<file path="config.mk">
export PLATFORM = sky130hd
export DESIGN_NAME = qb_port_bank
export DESIGN_NICKNAME = d
export VERILOG_FILES = /design/src/rtl/qb_pkg.sv /design/src/rtl/qb_latch.sv /design/src/rtl/qb_sync.sv /design/src/rtl/qb_drive.sv /design/src/rtl/qb_port_bank.sv
export SDC_FILE = /design/constraint.sdc
export NUM_CORES = 1
export LEC_CHECK = 0
export BUFFER_PORTS_ARGS = -buffer_cell sky130_fd_sc_hd__buf_2
export CORE_AREA = 2 2 91 93
export CTS_CLUSTER_SIZE = 20
export DETAILED_ROUTE_END_ITERATION = 7
export DIE_AREA = 0 0 93 95
export PLACE_DENSITY = 0.82
export SYNTH_ARGS = -nofsm -noshare
export SYNTH_HDL_FRONTEND = slang
export SYNTH_HIERARCHICAL = 1
export SYNTH_SLANG_ARGS = --single-unit
</file>
<file path="constraint.sdc">
create_clock -name clk -period 2.7 [get_ports clk]
set_input_delay 0.27 -clock clk [delete_from_list [all_inputs] [get_ports clk]]
set_output_delay 0.27 -clock clk [all_outputs]
set_load 0.05 [all_outputs]
</file>
<file path="src/rtl/qb_pkg.sv">
package qb_pkg;
  localparam int unsigned QB_NPORT = 4;
  localparam int unsigned QB_WIDTH = 8;
  typedef enum logic {SRC_LATCH = 1'b0, SRC_PIN = 1'b1} rd_src_e;
endpackage

</file>
<file path="src/rtl/qb_latch.sv">
module qb_latch #(
  parameter int unsigned W = 8
) (
  input  logic         clk,
  input  logic         rst_n,
  input  logic         we,
  input  logic [W-1:0] d,
  output logic [W-1:0] q
);
  logic [W-1:0] q_nxt;

  always_comb begin
    q_nxt = q;
    if (we) q_nxt = d;
  end

  always_ff @(posedge clk or negedge rst_n) begin
    if (!rst_n) q <= '1;
    else        q <= q_nxt;
  end
endmodule

</file>
<file path="src/rtl/qb_sync.sv">
module qb_sync #(
  parameter int unsigned W = 8
) (
  input  logic         clk,
  input  logic         rst_n,
  input  logic [W-1:0] a,
  output logic [W-1:0] y
);
  logic [W-1:0] meta_q;

  always_ff @(posedge clk or negedge rst_n) begin
    if (!rst_n) begin
      meta_q <= '1;
      y      <= '1;
    end else begin
      meta_q <= a;
      y      <= meta_q;
    end
  end
endmodule

</file>
<file path="src/rtl/qb_drive.sv">
module qb_drive #(
  parameter int unsigned W      = 8,
  parameter bit          PULLUP = 1'b1,
  parameter bit          ALT    = 1'b0
) (
  input  logic [W-1:0] latch,
  input  logic [W-1:0] alt_en,
  input  logic [W-1:0] alt_out,
  output logic [W-1:0] pd,
  output logic [W-1:0] pu
);
  logic [W-1:0] eff;

  generate
    if (ALT) begin : g_alt
      assign eff = latch & (~alt_en | alt_out);
    end else begin : g_plain
      logic [2*W-1:0] unused_alt;
      assign unused_alt = {alt_en, alt_out};
      assign eff = latch;
    end
    if (PULLUP) begin : g_pu
      assign pu = eff;
    end else begin : g_od
      assign pu = '0;
    end
  endgenerate

  assign pd = ~eff;
endmodule

</file>
<file path="src/rtl/qb_port_bank.sv">
module qb_port_bank #(
  parameter int unsigned NPORT    = qb_pkg::QB_NPORT,
  parameter int unsigned W        = qb_pkg::QB_WIDTH,
  parameter int unsigned OD_PORT  = 0,
  parameter int unsigned ALT_PORT = 3,
  localparam int unsigned SW      = (NPORT > 1) ? $clog2(NPORT) : 1,
  localparam int unsigned NB      = NPORT * W
) (
  input  logic          clk,
  input  logic          rst_n,
  input  logic          wr_en,
  input  logic [SW-1:0] wr_sel,
  input  logic [W-1:0]  wr_data,
  input  logic [SW-1:0] rd_sel,
  input  logic          rd_src,
  output logic [W-1:0]  rd_data,
  input  logic [NB-1:0] pin_in,
  input  logic [W-1:0]  alt_en,
  input  logic [W-1:0]  alt_out,
  output logic [W-1:0]  alt_in,
  output logic [NB-1:0] pd_en,
  output logic [NB-1:0] pu_en
);
  import qb_pkg::*;

  logic [W-1:0]  lat   [NPORT];
  logic [NB-1:0] pin_s;

  qb_sync #(.W(NB)) u_sync (
    .clk(clk), .rst_n(rst_n), .a(pin_in), .y(pin_s)
  );

  generate
    for (genvar p = 0; p < NPORT; p++) begin : g_port
      logic we_p;
      assign we_p = wr_en && (wr_sel == SW'(p));

      qb_latch #(.W(W)) u_lat (
        .clk(clk), .rst_n(rst_n), .we(we_p), .d(wr_data), .q(lat[p])
      );

      qb_drive #(
        .W(W),
        .PULLUP(p != OD_PORT),
        .ALT(p == ALT_PORT)
      ) u_drv (
        .latch(lat[p]), .alt_en(alt_en), .alt_out(alt_out),
        .pd(pd_en[p*W +: W]), .pu(pu_en[p*W +: W])
      );
    end
  endgenerate

  always_comb begin
    rd_data = '0;
    for (int p = 0; p < NPORT; p++) begin
      if (rd_sel == SW'(p)) begin
        rd_data = (rd_src_e'(rd_src) == SRC_PIN) ? pin_s[p*W +: W] : lat[p];
      end
    end
  end

  assign alt_in = pin_s[ALT_PORT*W +: W];
endmodule

</file>
==> results.sh <==
export IMPL_status="completed"
export IMPL_numPortBuffers=135
export IMPL_vias=2309
export IMPL_drive_gt1_share_pct=77.1
export IMPL_crit_path_end_kind="primary output"
export IMPL_worstPathRequired_ps=2430
export IMPL_start_util_pct=50.9
export IMPL_drtPass1Iterations=4
export IMPL_synthArstFlopShare_pct=100
export IMPL_postSynthAreaPerCell_um2=16.9
export IMPL_place_gp_congestion=0.710
export IMPL_rsz0062_at_grt="no"
export IMPL_hold_buffers=0
export IMPL_yosysWarnings=6
export IMPL_io_pin_count=144
export IMPL_die_w_um=93
export IMPL_post_cts_buffers=0
export IMPL_antenna_cells=0
export IMPL_fmax_mhz=482
export IMPL_hold_class="input pin to register"
export IMPL_post_drt_via_cell_ratio=4.81
export IMPL_p_leak_nw=2.35
export IMPL_holdWs_ps=17.6
export IMPL_synth_edf_count=0
export IMPL_cts_buffer_depth=2
export IMPL_cp_max_fo=16
export IMPL_crit_type="input pin to primary output"
export IMPL_fin_skew_ps=6.67
export IMPL_finalMaxSlewViolations=0
export IMPL_grt_pass1_vias=2290
export IMPL_finalCritPeriodShare_pct=76.8
export IMPL_ys_ff_latch=96
export IMPL_nFillCells=604
export IMPL_final_hold_viol_count=0
export IMPL_p_int_mw=2.53
export IMPL_netSwitchingFraction_pct=36.9
export IMPL_drt_iter0_markers=108
export IMPL_die_height_um=95
export IMPL_synth_area_top_cells="dfstp_2, mux2_4, mux4_1, buf_4, inv_1"
export IMPL_post_cts_resize_count=0
export IMPL_clkPwrFrac_pct=22.5
export IMPL_grt_pass1_wl_um=11800
export IMPL_max_slew_margin_rel_pct=26.5
export IMPL_ys_types=20
export IMPL_final_common_cell="buf_2"
export IMPL_setup_violations=0
export IMPL_grt_max_degree=97
export IMPL_clkSlewWorstSetupHoldPaths_ps=90
export IMPL_combPwrFrac_pct=32.3
export IMPL_cts_made_buffers=9
export IMPL_clockRootBuffer="clkbuf_8"
export IMPL_drv_cap=0
export IMPL_ir_worst_vdd_uv=491
export IMPL_syn_inst=239
export IMPL_nNetsFinal=435
export IMPL_routedWlPerCell_um=16.4
export IMPL_clkLatencyLatePin_ps=340
export IMPL_seqPwrFrac_pct=45.1
export IMPL_rows=33
export IMPL_final_cell_mix="buf_2, dfstp_2, inv_1, mux2_4, mux4_1"
export IMPL_p_switching_mw=1.48
export IMPL_startpoint_type="input pin"
export IMPL_drc=0
export IMPL_postLayoutCoreUtil_pct=62.0
export IMPL_cts_num_sinks=96
export IMPL_ant_nets=0
export IMPL_grt_overflow=0
export IMPL_tightest_slew_ps=1100
export IMPL_coreArea_um2=7930
export IMPL_seq_area_frac_synth_pct=62.6
export IMPL_yosysTopAreaCell="dfstp_2"
export IMPL_finalSetupTns_ps=0
export IMPL_post_route_min_period_ps=2070
export IMPL_power_density_nw_per_um2=816
export IMPL_synth_ff_type="dfstp_2"
export IMPL_grt_use_total_pct=17.8
export IMPL_wl_um=7870
export IMPL_syn_to_final_growth_pct=21.9
export IMPL_hpwl_um=5530
export IMPL_antenna_found_initial=0
export IMPL_netlist_area_um2=4030
export IMPL_die_area_um2=8840
export IMPL_arrival_ps=1800
export IMPL_cts_tree="built"
export IMPL_cts_max_level=3
export IMPL_synth_top_area_share_pct=62.6
Yosys cell counts (5+ instances only):
cell	n
o21a_1	8
mux2_4	32
inv_1	32
dfstp_2	96
mux4_1	15
buf_4	24
o21ai_1	8
mux2_2	8
buf_6	5
layer usage:
| metal | share of wire [%] | vias up | global-route usage, % | wire length (µm) |
|---|---|---|---|---|
| li1 | - | 1037 | - | - |
| met1 | 41 | 1168 | 23.5 | 3250 |
| met2 | 52 | 95 | 29.7 | 4060 |
| met3 | 6.2 | 9 | 4.23 | 486 |
| met4 | 0.89 | 0 | 5.51 | 70 |
| met5 | 0 | - | 0 | 0 |
flip-flops by register name (all words and copies together), names as in the netlist:
name and count:
g_port.u_lat/q 32, u_sync/meta_q 32, u_sync/y 32
cell families after synthesis:
family | count (synthesis) | synth area share (%)
DFF | 96 | 62.6
AOI/OAI and AO/OA | 16 | 2.48
muxes | 56 | 24.5
other | 1 | 0.0930
and+or+nand+nor | 5 | 0.745
buffers and inverters | 65 | 9.65
critical path: stages:
cell	delay, ps
buf_2	400
mux4_1	630
mux2_2	280
buf_2	220
through the flow:
stage	worst slack [ps]	cell area, µm²	power, mW	std cells
2_1_floorplan	997	4060	2.87	246
3_3_place_gp	687	4620	3.10	455
3_5_place_dp	644	4620	3.12	455
4_1_cts	631	4820	4.03	470
5_1_grt	567	4920	4.18	480
6_report	626	4920	4.01	480
cell type report:
class,count,area [µm²],area share (%)
Timing Repair Buffer,147,793,16.1
Clock inverter,4,55.1,1.12
Multi-Input combinational cell,85,1150,23.4
Clock buffer,11,141,2.88
Inverter,32,120,2.44
Sequential cell,96,2520,51.3
Tap cell,105,131,2.67
power groups by stage:
| stage | clock [mW] | combinational [mW] | sequential (mW) |
|---|---|---|---|
| 2_1_floorplan | 0 | 1.07 | 1.80 |
| 3_3_place_gp | 0 | 1.27 | 1.83 |
| 3_5_place_dp | 0 | 1.29 | 1.83 |
| 4_1_cts | 0.925 | 1.29 | 1.81 |
| 5_1_grt | 0.987 | 1.35 | 1.84 |
| 6_report | 0.903 | 1.30 | 1.81 |
path summary, 6_finish.rpt:
kind	from	endpoint	slack, ps	cells after the start
max	rd_sel[0]	rd_data[7]	630	4
min	pin_in[4]	u_sync/meta_q[4]	20	1
max reg2reg	g_port[2].u_lat/q[3]	g_port[2].u_lat/q[3]	1910	1
min reg2reg	u_sync/meta_q[13]	u_sync/y[13]	360	0
max in group asynchronous	rst_n	u_sync/meta_q[31]	2010	1
min in group asynchronous	rst_n	u_sync/meta_q[22]	600	1
Note: power is estimated with default switching activity, not from simulation.
